===== src/rtl/ovl_pkg.sv =====
package ovl_pkg;

  typedef enum logic [2:0] {
    STEP_CODE,
    STEP_ADDR_L,
    STEP_ADDR_H,
    STEP_CNT_L,
    STEP_CNT_H,
    STEP_DATA,
    STEP_EXEC,
    STEP_POLL
  } step_e;

  typedef enum logic [1:0] {
    ST_IDLE,
    ST_ISSUE,
    ST_WAIT
  } state_e;

  localparam logic [7:0] OFF_CODE   = 8'h80;
  localparam logic [7:0] OFF_DATA   = 8'h84;
  localparam logic [7:0] OFF_ADDR_L = 8'h88;
  localparam logic [7:0] OFF_ADDR_H = 8'h8A;
  localparam logic [7:0] OFF_CNT_L  = 8'h90;
  localparam logic [7:0] OFF_CNT_H  = 8'h92;
  localparam logic [7:0] OFF_EXEC   = 8'hC0;
  localparam logic [7:0] OFF_STAT   = 8'hCC;

  localparam logic [15:0] ERR_MASK  = 16'h133A;
  localparam logic [15:0] EXEC_VAL  = 16'h0001;
  localparam int          RDY_BIT   = 7;
  localparam int          REG_LO    = 8;
  localparam int          REG_HI    = 9;

endpackage


===== src/rtl/ovl_step_ctrl.sv =====
module ovl_step_ctrl
  import ovl_pkg::*;
(
  input  step_e       step_i,
  input  logic        len_nz_i,
  input  logic        has_data_i,
  output step_e       next_o,
  output logic [7:0]  off_o,
  output logic        is_read_o
);

  always_comb begin
    next_o = STEP_POLL;
    unique case (step_i)
      STEP_CODE:   next_o = STEP_ADDR_L;
      STEP_ADDR_L: next_o = STEP_ADDR_H;
      STEP_ADDR_H: next_o = len_nz_i ? STEP_CNT_L : (has_data_i ? STEP_DATA : STEP_EXEC);
      STEP_CNT_L:  next_o = STEP_CNT_H;
      STEP_CNT_H:  next_o = has_data_i ? STEP_DATA : STEP_EXEC;
      STEP_DATA:   next_o = STEP_EXEC;
      STEP_EXEC:   next_o = STEP_POLL;
      STEP_POLL:   next_o = STEP_POLL;
      default:     next_o = STEP_POLL;
    endcase
  end

  always_comb begin
    off_o = OFF_STAT;
    unique case (step_i)
      STEP_CODE:   off_o = OFF_CODE;
      STEP_ADDR_L: off_o = OFF_ADDR_L;
      STEP_ADDR_H: off_o = OFF_ADDR_H;
      STEP_CNT_L:  off_o = OFF_CNT_L;
      STEP_CNT_H:  off_o = OFF_CNT_H;
      STEP_DATA:   off_o = OFF_DATA;
      STEP_EXEC:   off_o = OFF_EXEC;
      STEP_POLL:   off_o = OFF_STAT;
      default:     off_o = OFF_STAT;
    endcase
  end

  assign is_read_o = (step_i == STEP_POLL);

endmodule


===== src/rtl/ovl_word_split.sv =====
module ovl_word_split #(
  parameter int VAL_W = 32,
  parameter int BUS_W = 16
) (
  input  logic [VAL_W-1:0] val_i,
  output logic [BUS_W-1:0] lo_o,
  output logic [BUS_W-1:0] hi_o
);

  generate
    if (VAL_W > BUS_W) begin : g_wide
      assign lo_o = BUS_W'(val_i);
      assign hi_o = BUS_W'(val_i >> BUS_W);
    end else begin : g_narrow
      assign lo_o = BUS_W'(val_i);
      assign hi_o = '0;
    end
  endgenerate

endmodule


===== src/rtl/ovl_status_eval.sv =====
module ovl_status_eval
  import ovl_pkg::*;
#(
  parameter int BUS_W = 16
) (
  input  logic [BUS_W-1:0] word_i,
  output logic             ready_o,
  output logic             err_o,
  output logic [1:0]       region_o
);

  localparam logic [BUS_W-1:0] MASK_W = BUS_W'(ERR_MASK);

  assign ready_o = word_i[RDY_BIT];
  assign err_o   = |(word_i & MASK_W);

  // pattern 11 wins, then the upper bit, then the lower bit
  always_comb begin
    if (word_i[REG_HI] && word_i[REG_LO]) region_o = 2'd3;
    else if (word_i[REG_HI])              region_o = 2'd2;
    else if (word_i[REG_LO])              region_o = 2'd1;
    else                                  region_o = 2'd0;
  end

endmodule


===== src/rtl/ovl_cmd_seq.sv =====
module ovl_cmd_seq
  import ovl_pkg::*;
#(
  parameter int BUS_W      = 16,
  parameter int ADDR_W     = 8,
  parameter int CMD_ADDR_W = 32,
  parameter int LEN_W      = 32,
  parameter int MAX_POLLS  = 4096
) (
  input  logic                  clk_i,
  input  logic                  rst_ni,
  input  logic                  req_valid_i,
  output logic                  req_ready_o,
  input  logic [BUS_W-1:0]      req_code_i,
  input  logic [CMD_ADDR_W-1:0] req_addr_i,
  input  logic [LEN_W-1:0]      req_len_i,
  input  logic                  req_has_data_i,
  input  logic [BUS_W-1:0]      req_data_i,
  output logic                  bus_wr_o,
  output logic                  bus_rd_o,
  output logic [ADDR_W-1:0]     bus_addr_o,
  output logic [BUS_W-1:0]      bus_wdata_o,
  input  logic                  bus_ack_i,
  input  logic [BUS_W-1:0]      bus_rdata_i,
  output logic                  done_o,
  output logic                  fail_o,
  output logic                  timeout_o,
  output logic [BUS_W-1:0]      status_o,
  output logic [1:0]            region_o
);

  localparam int POLL_CW = $clog2(MAX_POLLS + 1);
  localparam logic [POLL_CW-1:0] POLL_LAST = POLL_CW'(MAX_POLLS - 1);

  state_e                 state_q;
  step_e                  step_q;
  step_e                  step_nxt;
  logic [BUS_W-1:0]       code_q;
  logic [CMD_ADDR_W-1:0]  addr_q;
  logic [LEN_W-1:0]       len_q;
  logic                   has_data_q;
  logic [BUS_W-1:0]       data_q;
  logic [POLL_CW-1:0]     poll_cnt_q;
  logic                   done_q;
  logic                   fail_q;
  logic                   tmo_q;
  logic [BUS_W-1:0]       stat_q;
  logic [1:0]             region_q;

  logic [7:0]             step_off;
  logic                   step_rd;
  logic [BUS_W-1:0]       addr_lo, addr_hi, len_lo, len_hi;
  logic                   st_ready, st_err;
  logic [1:0]             st_region;
  logic                   len_nz;

  assign len_nz = |len_q;

  ovl_step_ctrl u_step (
    .step_i     (step_q),
    .len_nz_i   (len_nz),
    .has_data_i (has_data_q),
    .next_o     (step_nxt),
    .off_o      (step_off),
    .is_read_o  (step_rd)
  );

  ovl_word_split #(.VAL_W(CMD_ADDR_W), .BUS_W(BUS_W)) u_addr_split (
    .val_i (addr_q),
    .lo_o  (addr_lo),
    .hi_o  (addr_hi)
  );

  ovl_word_split #(.VAL_W(LEN_W), .BUS_W(BUS_W)) u_len_split (
    .val_i (len_q),
    .lo_o  (len_lo),
    .hi_o  (len_hi)
  );

  ovl_status_eval #(.BUS_W(BUS_W)) u_eval (
    .word_i   (bus_rdata_i),
    .ready_o  (st_ready),
    .err_o    (st_err),
    .region_o (st_region)
  );

  always_comb begin
    bus_wdata_o = '0;
    unique case (step_q)
      STEP_CODE:   bus_wdata_o = code_q;
      STEP_ADDR_L: bus_wdata_o = addr_lo;
      STEP_ADDR_H: bus_wdata_o = addr_hi;
      STEP_CNT_L:  bus_wdata_o = len_lo;
      STEP_CNT_H:  bus_wdata_o = len_hi;
      STEP_DATA:   bus_wdata_o = data_q;
      STEP_EXEC:   bus_wdata_o = BUS_W'(EXEC_VAL);
      default:     bus_wdata_o = '0;
    endcase
  end

  assign bus_addr_o  = ADDR_W'(step_off);
  assign bus_wr_o    = (state_q == ST_ISSUE) && !step_rd;
  assign bus_rd_o    = (state_q == ST_ISSUE) && step_rd;
  assign req_ready_o = (state_q == ST_IDLE);

  always_ff @(posedge clk_i or negedge rst_ni) begin
    if (!rst_ni) begin
      state_q    <= ST_IDLE;
      step_q     <= STEP_CODE;
      code_q     <= '0;
      addr_q     <= '0;
      len_q      <= '0;
      has_data_q <= 1'b0;
      data_q     <= '0;
      poll_cnt_q <= '0;
      done_q     <= 1'b0;
      fail_q     <= 1'b0;
      tmo_q      <= 1'b0;
      stat_q     <= '0;
      region_q   <= 2'd0;
    end else begin
      done_q <= 1'b0;
      unique case (state_q)
        ST_IDLE: begin
          if (req_valid_i) begin
            code_q     <= req_code_i;
            addr_q     <= req_addr_i;
            len_q      <= req_len_i;
            has_data_q <= req_has_data_i;
            data_q     <= req_data_i;
            step_q     <= STEP_CODE;
            poll_cnt_q <= '0;
            state_q    <= ST_ISSUE;
          end
        end
        ST_ISSUE: state_q <= ST_WAIT;
        ST_WAIT: begin
          if (bus_ack_i) begin
            if (step_q == STEP_POLL) begin
              if (st_ready || poll_cnt_q == POLL_LAST) begin
                done_q   <= 1'b1;
                tmo_q    <= !st_ready;
                fail_q   <= !st_ready || st_err;
                stat_q   <= bus_rdata_i;
                region_q <= st_region;
                state_q  <= ST_IDLE;
              end else begin
                poll_cnt_q <= poll_cnt_q + 1'b1;
                state_q    <= ST_ISSUE;
              end
            end else begin
              step_q  <= step_nxt;
              state_q <= ST_ISSUE;
            end
          end
        end
        default: state_q <= ST_IDLE;
      endcase
    end
  end

  assign done_o    = done_q;
  assign fail_o    = fail_q;
  assign timeout_o = tmo_q;
  assign status_o  = stat_q;
  assign region_o  = region_q;

endmodule


===== config.mk =====
export PLATFORM = sky130hd
export DESIGN_NAME = ovl_cmd_seq
export DESIGN_NICKNAME = d
export VERILOG_FILES = /design/src/rtl/ovl_pkg.sv /design/src/rtl/ovl_step_ctrl.sv /design/src/rtl/ovl_word_split.sv /design/src/rtl/ovl_status_eval.sv /design/src/rtl/ovl_cmd_seq.sv
export SDC_FILE = /design/constraint.sdc
export NUM_CORES = 1
export LEC_CHECK = 0
export BUFFER_PORTS_ARGS = -buffer_cell sky130_fd_sc_hd__buf_2
export CORE_UTILIZATION = 60
export CTS_BUF_LIST = sky130_fd_sc_hd__clkbuf_8
export CTS_CLUSTER_DIAMETER = 150
export DETAILED_ROUTE_END_ITERATION = 8
export GPL_ROUTABILITY_DRIVEN = 0
export PLACE_DENSITY = 0.95
export REMOVE_ABC_BUFFERS = 1
export SLEW_MARGIN = 20
export SYNTH_ARGS = -nofsm -noshare
export SYNTH_HDL_FRONTEND = slang
export SYNTH_HIERARCHICAL = 1
export SYNTH_SLANG_ARGS = --single-unit
export TNS_END_PERCENT = 30

===== constraint.sdc =====
create_clock -name clk_i -period 4.1 [get_ports clk_i]
set_input_delay 0.205 -clock clk_i [delete_from_list [all_inputs] [get_ports clk_i]]
set_output_delay 0.205 -clock clk_i [all_outputs]
set_load 0.01 [all_outputs]

==> Yosys cells after proc, flatten, opt, wreduce, memory -nomap -nowiden <==
Memory sizes are Yosys's and may differ from the RTL's.
Cells that the tools add are included.
W data, S select, Z words.
{ "totals": {"memories": 1, "register_bits": 136, "in_bits": 117, "mem_bits_rw": 0, "latch_bits": 0, "wordCells": 72, "rom_bits": 40} }
{ "mem_list": {"columns": ["memory", "words", "word_bits", "rd", "rd_ports_with_merged_regs", "write_ports", "line_no", "source"], "rows": [
  ["(no name shown)", 8, 5, 1, 0, 0, "ovl_step_ctrl.sv:29", "unique case (step_i)"]
]} }
{ "op_classes": {"multipliers": 0, "shift": 0, "div_mod_pow": 0, "add_sub_neg": 1, "bitwise": 0, "reduce_logical": 17, "muxes": 25, "n_eq_ne": 15, "magnitude_cmp": 0} }
{ "ops": {"columns": ["op", "n"], "rows": [
  ["$pmux W16 S7", 1],
  ["$mux W13", 4],
  ["$reduce_or A32 Y1", 1],
  ["$pmux W13 S2", 1],
  ["$pmux W3 S7", 1],
  ["$add A13 B1 Y13 const B", 1],
  ["$eq A13 B12 Y1 const B", 1],
  ["$eq A3 B3 Y1 const B", 4],
  ["$mux W2", 6],
  ["$mux W3", 4],
  ["$ne A2 B2 Y1 const B", 5],
  ["$reduce_and A4 Y1", 2],
  ["$reduce_or A7 Y1", 1],
  ["$eq A3 B2 Y1 const B", 2],
  ["$mux W1", 6],
  ["$pmux W2 S3", 1],
  ["$pmux W3 S2", 1],
  ["$reduce_and A5 Y1", 1],
  ["$reduce_and A2 Y1", 2],
  ["$eq A3 B1 Y1 const B", 1],
  ["$logic_and A1 B1 Y1", 3],
  ["$logic_not A3 Y1", 1],
  ["$eq A2 B1 Y1 const B", 1],
  ["$eq A2 B2 Y1 const B", 1],
  ["4 further kinds", 6]
]} }

==> Depth between registers and ports, before layout <==
Gate-level depths: netlist of the first run.
{ "depth": {"word_depth": 6, "depth_mapped": 8, "mapped_depth_nobuf": 8} }

==> Modules after synthesis <==
The synthesis of the first run kept the hierarchy.
{ "modules_own_cells": {"columns": ["mod", "instances", "seq_area_each_um2", "cells_per_inst", "area_each_um2"], "rows": [
  ["ovl_cmd_seq", 1, 3403.3, 502, 6346.1],
  ["ovl_word_split", 2, 0.0, 32, 240.2],
  ["ovl_step_ctrl", 1, 0.0, 37, 234.0],
  ["ovl_status_eval", 1, 0.0, 6, 36.3]
]} }

==> Least setup slack after synthesis of the first run <==
No wires, ideal clock.
{ "synth_timing": {"path_kind": "register to register", "from": "register poll_cnt_q[0]", "to": "register stat_q[0], in the netlist status_o[0]", "t_required_ns": 3.975, "stages_incl_launch_ff": 7, "t_arrival_ns": 1.872, "synth_period_minus_slack_ns": 1.997, "slack_ns": 2.103, "path_buffers": 1, "cell_sequence": "dfrtp_1 -> ha_1 -> nand4_2 -> o41a_4 -> nor2_4 -> buf_6 -> mux2_2"} }
{ "synth_via": {"elab_chain_len": 3} }
{ "synth_rtl": {"columns": ["element", "line_no", "source"], "rows": [
  ["start: declaration", "ovl_cmd_seq.sv:43", "logic [POLL_CW-1:0] poll_cnt_q;"],
  ["start signal: assignment", "ovl_cmd_seq.sv:148", "poll_cnt_q <= poll_cnt_q + 1'b1;"],
  ["$eq A13 B12 Y1", "ovl_cmd_seq.sv:140", "if (st_ready || poll_cnt_q == POLL_LAST) begin"],
  ["$logic_or A1 B1 Y1", "ovl_cmd_seq.sv:140", null],
  ["$reduce_and A4 Y1 (no source line)", null, null],
  ["end signal: assignment", "ovl_cmd_seq.sv:144", "stat_q <= bus_rdata_i;"],
  ["end: declaration", "ovl_cmd_seq.sv:47", "logic [BUS_W-1:0] stat_q;"]
]} }
No other way between the ends.
A chain may end at the register's enable or synchronous reset.

==> Worst setup path in the final report of the first run <==
{ "layout_timing": {"from": "register step_q[1]", "to": "output bus_wdata_o[8]"} }
{ "layout_via": {"elab_chain_len": 2, "word_cells_on_any_way": 8} }
{ "layout_rtl": {"columns": ["element", "line_no", "source"], "rows": [
  ["start: declaration", "ovl_cmd_seq.sv:36", "step_e step_q;"],
  ["start signal: assignment", "ovl_cmd_seq.sv:152", "step_q <= step_nxt;"],
  ["$eq A3 B3 Y1, or another cell as far along", "ovl_cmd_seq.sv:89", "unique case (step_q)"],
  ["$pmux W16 S7 *", "ovl_cmd_seq.sv:89", null],
  ["end: declaration", "ovl_cmd_seq.sv:22", "output logic [BUS_W-1:0] bus_wdata_o,"]
]} }
Mark *: on every way between the ends. The rest lies on a longest branch, timed or not.

==> metrics.txt, run 1 <==
chip height 110.8 um; post-route setup TNS 0 ns; Slew Viols, Final 0; fin crit share 0.7007; Syn Inst Count 609; initial antenna violation count 0; WP data arrival about 2.7 ns; detailed-route DRC error count 0; Final Hold Slack approximately 0.011 ns; via density per instance around 6; Commonest cells post-synth dfrtp_1 (136), mux2_2 (118), buf_4 (68); First DRT Iteration DRCs between 500 and 600; #FFs+latches synth about 140; Synth Cell Area 0.007097 mm2; max capacitance violation total 0; most frequent cell after synthesis dfrtp_1; die span in x 110.8 um; GRT Resource Usage Total 0.3360; IO Port Bufs about 160; most used routing layer met2; EDFF count, synth 0; drt total wl 19,590 um; crit-path max cell delay ~0.58 ns; Least-Margin Pin Slew between 0.8 and 0.9 ns; Core Util, Final 0.7781; final hold vios 0; GR Util met3 0.08420; Synth Warn # 6; leading area contributor after synthesis dfrtp_1; final worst slack ~1.2 ns; Static Leakage 0.004075 uW; internal power 3753 uW; sw frac 0.3760; endpoints failing setup 0; Worst path slowest cell dfrtp_1; Compound-Gate Fraction of Synth Area 0.08216; Top FF cell, synth dfrtp_1; Buf/Inv on CP 3; DR WL/cell slightly above 20 um; postcts setup bufs 0; hpwl dp roughly 12,000 um; fraction of registers with async set/reset 1.000; Post-CTS Hold Buffers between 100 and 150; vias approximately 5,700; Longest Clk Path Bufs 2; die area about 0.012 mm2; layout overhead on the synthesized area 25.72%; main combinational cell family by area after synthesis multiplexers; fraction of synthesized cell area in xor and xnor cells 0; largest net degree at the start of global routing just under 100; register area share after synthesis 0.4795; Clock Sinks roughly 140; CP Launch Type flip-flop; Fill cells around 640; relative slew slack 0.4163; final cell count without fillers between 900 and 1,000; starting density of the core 0.6189; Peak VDD IR between 500 and 600 uV; CP Capture Type output port; cells along the critical path buf_4, clkinv_1, nor2_1, a221oi_1, a21oi_1, buf_2; adder-cell share of the synthesized area 0.008815; CTS H-tree lvls 4; dpl ws 1.737 ns; synth unique cells 58; top cell type's share of synthesized area 0.4795; Core Region 0.01147 mm2; M1 GR Usage 0.3833; first-pass GRT wire length approximately 32,000 um; Final ANT Viol Nets 0; total gr overflow 0; syn_area_per_cell between 10 and 15 um2; Tightest Hold Check Type primary input to flip-flop; met2 Track Usage GR 0.5781; clock skew approximately 0.012 ns; Post-Place Cells roughly 800; vias in the first global route just over 6,000; status finished clean; Worst-Skew Late Latency about 0.45 ns; Tmin final 2.873 ns; Pwr Density 674.2 mW/mm2; Clock Power Share 0.187; Reg power frac 0.398; post-CTS resize count 0; CTS tree built; Root Buffer Master clkbuf_8; Required @ worst endpoint approximately 3.9 ns; FP Rows 39; CP Max Fanout 17; largest cells by area after synthesis dfrtp_1 (48%), mux2_2 (19%), buf_4 (7.2%); RSZ-0062 raised after global routing false; total CTS buffers 17; nets 922; crit-path leading delay family buffers and inverters; IO Count approximately 170; sw power approximately 2300 uW; diodes inserted 0; combinational power share 0.416; CTS clock-pin slew for the worst setup and hold paths ~0.080 ns; fraction of layout cells with a size suffix above 1 0.4150; FMAX 0.3481 GHz; Setup CP Type flip-flop to output port; mux cell area share after synthesis 0.2415; area of the multi-input gates between 0.002 and 0.003 mm2; post-synthesis simple-gate area fraction 0.08145; DR pass1 iterations 5; FF+latch area roughly 0.0034 mm2
placed cells by master (no fill, tap or decap), drive strengths merged, types with 22 or more instances in the layout:
cell type,instances
inv,22
mux2,118
nand2,25
nor2,26
a21oi,24
mux2i,25
dfrtp,136
buf,168
dlygate4sd3,103
clkbuf,22
worst register-to-register path: stages, from the launching register on:
cell,delay [ns]
dfrtp_1,0.43
ha_1,0.25
nand4_2,0.19
o41a_4,0.57
nor2_4,0.45
mux2_2,0.41
power groups by stage:
stage          Combinational (uW)  Sequential, uW  Clock [uW]
6_report                     2500            2390        1120
4_1_cts                      2380            2350        1130
5_1_grt                      2660            2450        1190
2_1_floorplan                1630            2270           0
3_3_place_gp                 2190            2310           0
3_5_place_dp                 2280            2360           0
cell families after synthesis:
family | Yosys count
adder cells (fa/ha/maj) | 5
AO/OA/AOI/OAI | 85
other | 2
buffers and inverters | 121
multiplexers | 149
AND/OR/NAND/NOR | 111
flip-flops | 136
path summary, 6_finish.rpt:
check | startpoint | slack [ns] | depth (start not counted) | to
worst max-delay path | step_q[1]$_DFFE_PN0P_ | 1.23 | 6 | bus_wdata_o[8]
worst min-delay path | req_data_i[7] | 0.01 | 2 | data_q[7]$_DFFE_PN0P_
worst max register to register | poll_cnt_q[0]$_DFFE_PN0P_ | 1.68 | 5 | status_o[2]$_DFFE_PN0P_
worst min register to register | fail_o$_DFFE_PN0P_ | 0.50 | 1 | fail_o$_DFFE_PN0P_
max in group asynchronous | rst_ni | 2.65 | 3 | data_q[13]$_DFFE_PN0P_
min in group asynchronous | rst_ni | 0.43 | 2 | timeout_o$_DFFE_PN0P_
cell type report:
cell class / count / area share
Tap cell: 143 / 0.02005
Clock buffer: 22 / 0.03394
Clock inverter: 9 / 0.01108
Sequential cell: 136 / 0.3817
Inverter: 21 / 0.008835
Multi-Input combinational cell: 353 / 0.3319
Timing Repair Buffer: 271 / 0.2125
stage by stage:
| step | cell area, um2 | power, uW |
|---|---|---|
| 6_report | 8922 | 6015 |
| 5_1_grt | 8922 | 6299 |
| 4_1_cts | 8905 | 5859 |
| 3_5_place_dp | 7482 | 4643 |
| 3_3_place_gp | 7482 | 4499 |
| 2_1_floorplan | 6431 | 3909 |
metal layers:
metal,share of wire,up-vias
met4,0.045,0
met3,0.075,76
li1,-,2508
met5,0,-
met2,0.52,323
met1,0.36,2795
registers in the layout (all words and copies together) (netlist names):
name and flops:
timeout_o 1, data_q 16, addr_q 32, done_o 1
has_data_q 1, len_q 32, code_q 16, region_o 2
state_q 2, step_q 3, status_o 16, poll_cnt_q 13
fail_o 1
Power figures use the tool's default switching activity.
==> inputs of run 2 (changes only) <==
--- a/config.mk
+++ b/config.mk
@@ -5,13 +5,14 @@
 export SDC_FILE = /design/constraint.sdc
 export NUM_CORES = 1
 export LEC_CHECK = 0
+export ABC_AREA = 1
 export BUFFER_PORTS_ARGS = -buffer_cell sky130_fd_sc_hd__buf_2
-export CORE_UTILIZATION = 60
+export CORE_UTILIZATION = 56
 export CTS_BUF_LIST = sky130_fd_sc_hd__clkbuf_8
 export CTS_CLUSTER_DIAMETER = 150
 export DETAILED_ROUTE_END_ITERATION = 8
 export GPL_ROUTABILITY_DRIVEN = 0
-export PLACE_DENSITY = 0.95
+export PLACE_DENSITY = 0.9
 export REMOVE_ABC_BUFFERS = 1
 export SLEW_MARGIN = 20
 export SYNTH_ARGS = -nofsm -noshare
==> constraint.sdc (replaced) <==
create_clock -name clk_i -period 2.9 [get_ports clk_i]
set_input_delay 0.145 -clock clk_i [delete_from_list [all_inputs] [get_ports clk_i]]
set_output_delay 0.145 -clock clk_i [all_outputs]
set_load 0.01 [all_outputs]
==> metrics.txt, run 2 <==
status finished clean; chip height 114.4 um; CP Capture Type output port; main combinational cell family by area after synthesis simple AND/OR/NAND/NOR gates; Clock Sinks ~140; Pwr Density about 840 mW/mm2; DR WL/cell about 17 um; Post-Place Cells 985; die area 0.01308 mm2; Synth Cell Area 0.007071 mm2; syn_area_per_cell about 9.5 um2; Least-Margin Pin Slew around 0.73 ns; final cell count without fillers roughly 1,100; EDFF count, synth 0; First DRT Iteration DRCs 428; register area share after synthesis 0.4813; hold path start req_valid_i; crit-path max cell delay just under 0.6 ns; layout overhead on the synthesized area 28.81%; Slew Viols, Final 0; largest net degree at the start of global routing between 90 and 100; detailed-route DRC error count 0; total CTS buffers 17; drt total wl between 15,000 and 20,000 um; commonest cells after routing, fill and taps aside nand2_1 (224), buf_2 (160), dfrtp_1 (136); Tmin final approximately 2.7 ns; Static Leakage about 0.0046 uW; CTS H-tree lvls 4; final hold vios 0; Longest Clk Path Bufs 2; endpoints failing setup 0; relative slew slack 0.5100; fraction of layout cells with a size suffix above 1 0.3340; Tightest Hold Check Type primary input to flip-flop; #FFs+latches synth ~140; Required @ worst endpoint ~2.8 ns; vias around 6,000; Commonest cells post-synth nand2_1 (224), dfrtp_1 (136), mux2_2 (94); mux cell area share after synthesis 0.1545; fraction of registers with async set/reset 1.000; Top FF cell, synth dfrtp_1; most frequent cell after synthesis nand2_1; Peak VDD IR about 640 uV; Worst path slowest cell dfrtp_1; IO Port Bufs approximately 160; Synth Warn # 6; synth unique cells 33; die span in x about 110 um; vias in the first global route between 6,000 and 7,000; post-route setup TNS 0 ns; DR pass1 iterations 6; largest cells by area after synthesis dfrtp_1 (48%), mux2_2 (15%), nand2_1 (12%); CTS tree built; via density per instance 5.306; CP Launch Type flip-flop; IO Count 165; max capacitance violation total 0; Core Region 0.01216 mm2; clock skew about 0.017 ns; cells along the critical path inv_1, nand3_1, inv_1, nand2_1, nand2_1, a21oi_1, nand4_1, buf_2; CTS clock-pin slew for the worst setup and hold paths 0.08 ns; post-CTS resize count 0; largest registers addr_q x32, len_q x32; Final ANT Viol Nets 0; starting density of the core 0.5814; hpwl dp 10,720 um; Root Buffer Master clkbuf_8; Compound-Gate Fraction of Synth Area 0.02247; WP data arrival around 2.5 ns; Worst-Skew Late Latency 0.46 ns; top cell type's share of synthesized area 0.4813; Setup CP Type flip-flop to output port; Buf/Inv on CP 3; nets about 1,100; Final Hold Slack roughly 0.080 ns; post-synthesis simple-gate area fraction 0.2046; Tot Pwr about 7700 uW; first-pass GRT wire length 31,130 um; CP Max Fanout 16; FP Rows 40; fin crit share 0.9193; crit-path leading delay family buffers and inverters; FMAX 0.3751 GHz; Syn Inst Count about 740; diodes inserted 0; leading area contributor after synthesis dfrtp_1; total gr overflow 0; reg-to-reg startpoint poll_cnt_q[0]$_DFFE_PN0P_; crit path from step_q[2]$_DFFE_PN0P_; adder-cell share of the synthesized area 0.008848; most common cell after layout, fill and taps aside nand2_1; RSZ-0062 raised after global routing false; initial antenna violation count 0; GRT Resource Usage Total 0.3182; fraction of synthesized cell area in xor and xnor cells 0.006194
==> run 2: layout make-up <==
class                           count  area, um2
Tap cell                          168      210.2
Clock buffer                       22      302.8
Multi-Input combinational cell    470       2820
Sequential cell                   136       3403
Fill cell                         745       3054
Clock inverter                     10      187.7
Inverter                           46      177.7
Timing Repair Buffer              280       2006
==> run 2: final timing paths <==
kind                                              end  slack [ns]  cells after the start
min reg2reg                   status_o[8]$_DFFE_PN0P_        0.48                      2
min in group asynchronous  poll_cnt_q[12]$_DFFE_PN0P_        0.25                      2
max reg2reg                   status_o[1]$_DFFE_PN0P_        1.06                     11
max in group asynchronous       addr_q[5]$_DFFE_PN0P_        1.75                      3
min                            state_q[0]$_DFFE_PN0P_        0.08                      5
max                                   bus_wdata_o[13]        0.23                      8
==> run 2: kinds of logic after synthesis <==
| logic type | count (synthesis) |
|---|---|
| XOR/XNOR | 5 |
| adder cells (fa/ha/maj) | 5 |
| AO/OA/AOI/OAI | 30 |
| other | 2 |
| AND/OR/NAND/NOR | 330 |
| multiplexers | 97 |
| flip-flops | 136 |
| buffers and inverters | 139 |
==> run 2: report_power, final <==
group          leakage [uW]  internal, uW  total [uW]  switching [uW]
clock              0.000247          1140        1890             751
sequential          0.00166          2640        3210             570
combinational       0.00265          1250        2550            1300
total               0.00456          5040        7660            2620
==> run 2: routing by layer <==
layer,vias to the layer above,global-route usage,part of all wire
met5,-,0,0
met4,0,0.1922,0.047
met3,87,0.08205,0.074
met2,329,0.5580,0.51
met1,2833,0.3462,0.37
li1,2757,-,-
==> run 2: per-stage QoR <==
stage | area, um2 | util | setup slack [ns]
floorplan | 6396 | - | 0.4792
global placement | 7466 | 0.6139 | 0.9785
detailed placement | 7466 | 0.6139 | 0.9012
CTS | 9107 | 0.7489 | 0.3403
global route | 9107 | 0.7489 | 0.09725
finish | 9107 | 0.7489 | 0.2341
==> run 2: timing repair <==
| item | in CTS | in global routing |
|---|---|---|
| hold buffers | 115 | 0 |
| buffers inserted | 0 | 0 |
| setup endpoints to repair | 0 | 0 |
| endpoints found under the hold margin | 177 | 0 |
==> run 2: worst min-delay path, delay by kind of cell <==
kind	cells	cell delay (ns)
buf+inv	1	0.10
simple gates	3	0.18
compound gates	1	0.08
==> inputs of run 3 (changes only) <==
--- a/config.mk
+++ b/config.mk
@@ -5,7 +5,6 @@
 export SDC_FILE = /design/constraint.sdc
 export NUM_CORES = 1
 export LEC_CHECK = 0
-export ABC_AREA = 1
 export BUFFER_PORTS_ARGS = -buffer_cell sky130_fd_sc_hd__buf_2
 export CORE_UTILIZATION = 56
 export CTS_BUF_LIST = sky130_fd_sc_hd__clkbuf_8
==> metrics.txt, run 3 (same netlist as run 1, synthesis figures left out) <==
status finished clean; Required @ worst endpoint about 2.8 ns; nets between 900 and 1,000; first-pass GRT wire length roughly 32,000 um; layout overhead on the synthesized area 28.28%; First DRT Iteration DRCs roughly 440; CTS tree built; FMAX ~0.39 GHz; GRT Resource Usage Total 0.3273; die area approximately 0.013 mm2; Root Buffer Master clkbuf_8; DP Area 0.007541 mm2; Slew Viols, Final 0; via density per instance 5.820; DR pass1 iterations 5; fraction of layout cells with a size suffix above 1 0.4111; chip height ~110 um; vias between 5,000 and 6,000; largest registers addr_q x32, len_q x32; die span in x roughly 110 um; DR WL/cell 20.64 um; detailed-route DRC error count 0; fin crit share 0.8916; relative slew slack 0.2898; cells along the critical path buf_4, nor2b_1, and2_1, a21oi_1, o21ai_0, buf_2; starting density of the core 0.5835; final hold vios 0; drt total wl roughly 21,000 um; post-route setup TNS 0 ns; CTS H-tree lvls 4; commonest cells after routing, fill and taps aside buf_2 (160), dfrtp_1 (134), mux2_2 (118); FP Rows 40; WP data arrival between 2 and 2.5 ns; IO Port Bufs around 160; Peak VDD IR 668.7 uV; initial antenna violation count 0; Least-Margin Pin Slew approximately 1.1 ns; total gr overflow 0; Tightest Hold Check Type primary input to flip-flop; Static Leakage between 0.004 and 0.005 uW; most common cell after layout, fill and taps aside buf_2; Final ANT Viol Nets 0; final non-filler cell area 0.009104 mm2; hold path depth 5; clock skew 0.01171 ns; Core Region around 0.012 mm2; crit-path max cell delay 0.53 ns; CTS clock-pin slew for the worst setup and hold paths 0.08 ns; CP Launch Type flip-flop; R2R cell count 5; Clock Sinks between 100 and 150; RSZ-0062 raised after global routing false; largest net degree at the start of global routing between 100 and 150; Longest Clk Path Bufs 2; vias in the first global route ~6,100; IO Count 165; total CTS buffers 17; Setup CP Type flip-flop to output port; CP Max Fanout 23; Pwr Density approximately 940 mW/mm2; endpoints failing setup 0; Tmin final about 2.6 ns; Worst path slowest cell dfrtp_2; max capacitance violation total 0; CP Capture Type output port; Worst-Skew Late Latency 0.47 ns; hpwl dp 12,040 um
## run 3: cell count changes in the layout (fill, tap and decap cells not counted), moves of 6 or more
cell	delta
nand2_2	-12
nand2_1	-199
mux2_2	+24
o22ai_1	+10
mux2i_1	+25
nand3_1	-9
a21oi_1	+6
inv_1	-17
mux4_2	+6
a31oi_1	+7
inv_2	-8
nand4_1	-20
## run 3: per-stage QoR
| stage | util | total power [uW] | instances | setup WS [ns] | hold slack, ns |
|---|---|---|---|---|---|
| after floorplan | - | 5454 | 510 | -5.690 | -0.1506 |
| after detailed placement | 0.6201 | 6612 | 848 | 0.5240 | 0.3522 |
| final | 0.7486 | 8590 | 996 | 0.3144 | 0.2628 |
| after global routing | 0.7484 | 8990 | 995 | 0.2168 | 0.3155 |
| after global placement | 0.6201 | 6409 | 848 | 0.6391 | 0.3235 |
| after CTS | 0.7484 | 8351 | 995 | 0.3825 | 0.2388 |
## run 3: repair_timing
item                      in CTS  in global routing
setup buffers                  0                  0
hold endpoints to repair     222                  0
hold buffers                 115                  0
gates resized for setup        0                  0
## run 3: area by class of cell
cell class | count | area (um2)
diodes | 1 | 2.502
clock buffers | 21 | 289.0
clock inverters | 11 | 120.1
fillers | 742 | 3058
inverters | 21 | 78.83
multi-input cells | 353 | 2954
flip-flops and latches | 136 | 3406
well taps | 168 | 210.2
repair buffers | 285 | 2043
## run 3: final timing paths
check | startpoint | endpoint | slack, ns
worst min register to register | poll_cnt_q[11]$_DFFE_PN0P_ | poll_cnt_q[11]$_DFFE_PN0P_ | 0.49
worst max register to register | poll_cnt_q[0]$_DFFE_PN0P_ | status_o[15]$_DFFE_PN0P_ | 0.47
max in group asynchronous | rst_ni | code_q[4]$_DFFE_PN0P_ | 1.67
worst min-delay path | req_valid_i | step_q[2]$_DFFE_PN0P_ | 0.26
worst max-delay path | step_q[0]$_DFFE_PN0P_ | bus_wdata_o[0] | 0.31
min in group asynchronous | rst_ni | timeout_o$_DFFE_PN0P_ | 0.37
## run 3: routing by layer
metal / global-route usage / up-vias / part of all wire
met5: 0 / - / 0
met4: 0.1619 / 0 / 0.040
met3: 0.07623 / 70 / 0.073
met2: 0.5939 / 345 / 0.53
met1: 0.3586 / 2850 / 0.36
li1: - / 2532 / -
## run 3: power by group
part	leakage, uW	switching (uW)	internal, uW
combinational	0.00225	1820	1790
clock	0.000210	785	854
sequential	0.00167	661	2680
total	0.00413	3270	5320
## run 3: worst max-delay path: cells and delay by family (launching register included)
family	cells	cell delay, ns
DFF	1	0.53
buffers and inverters	2	0.62
AOI/OAI and AO/OA	2	0.23
and+or+nand+nor	2	0.58
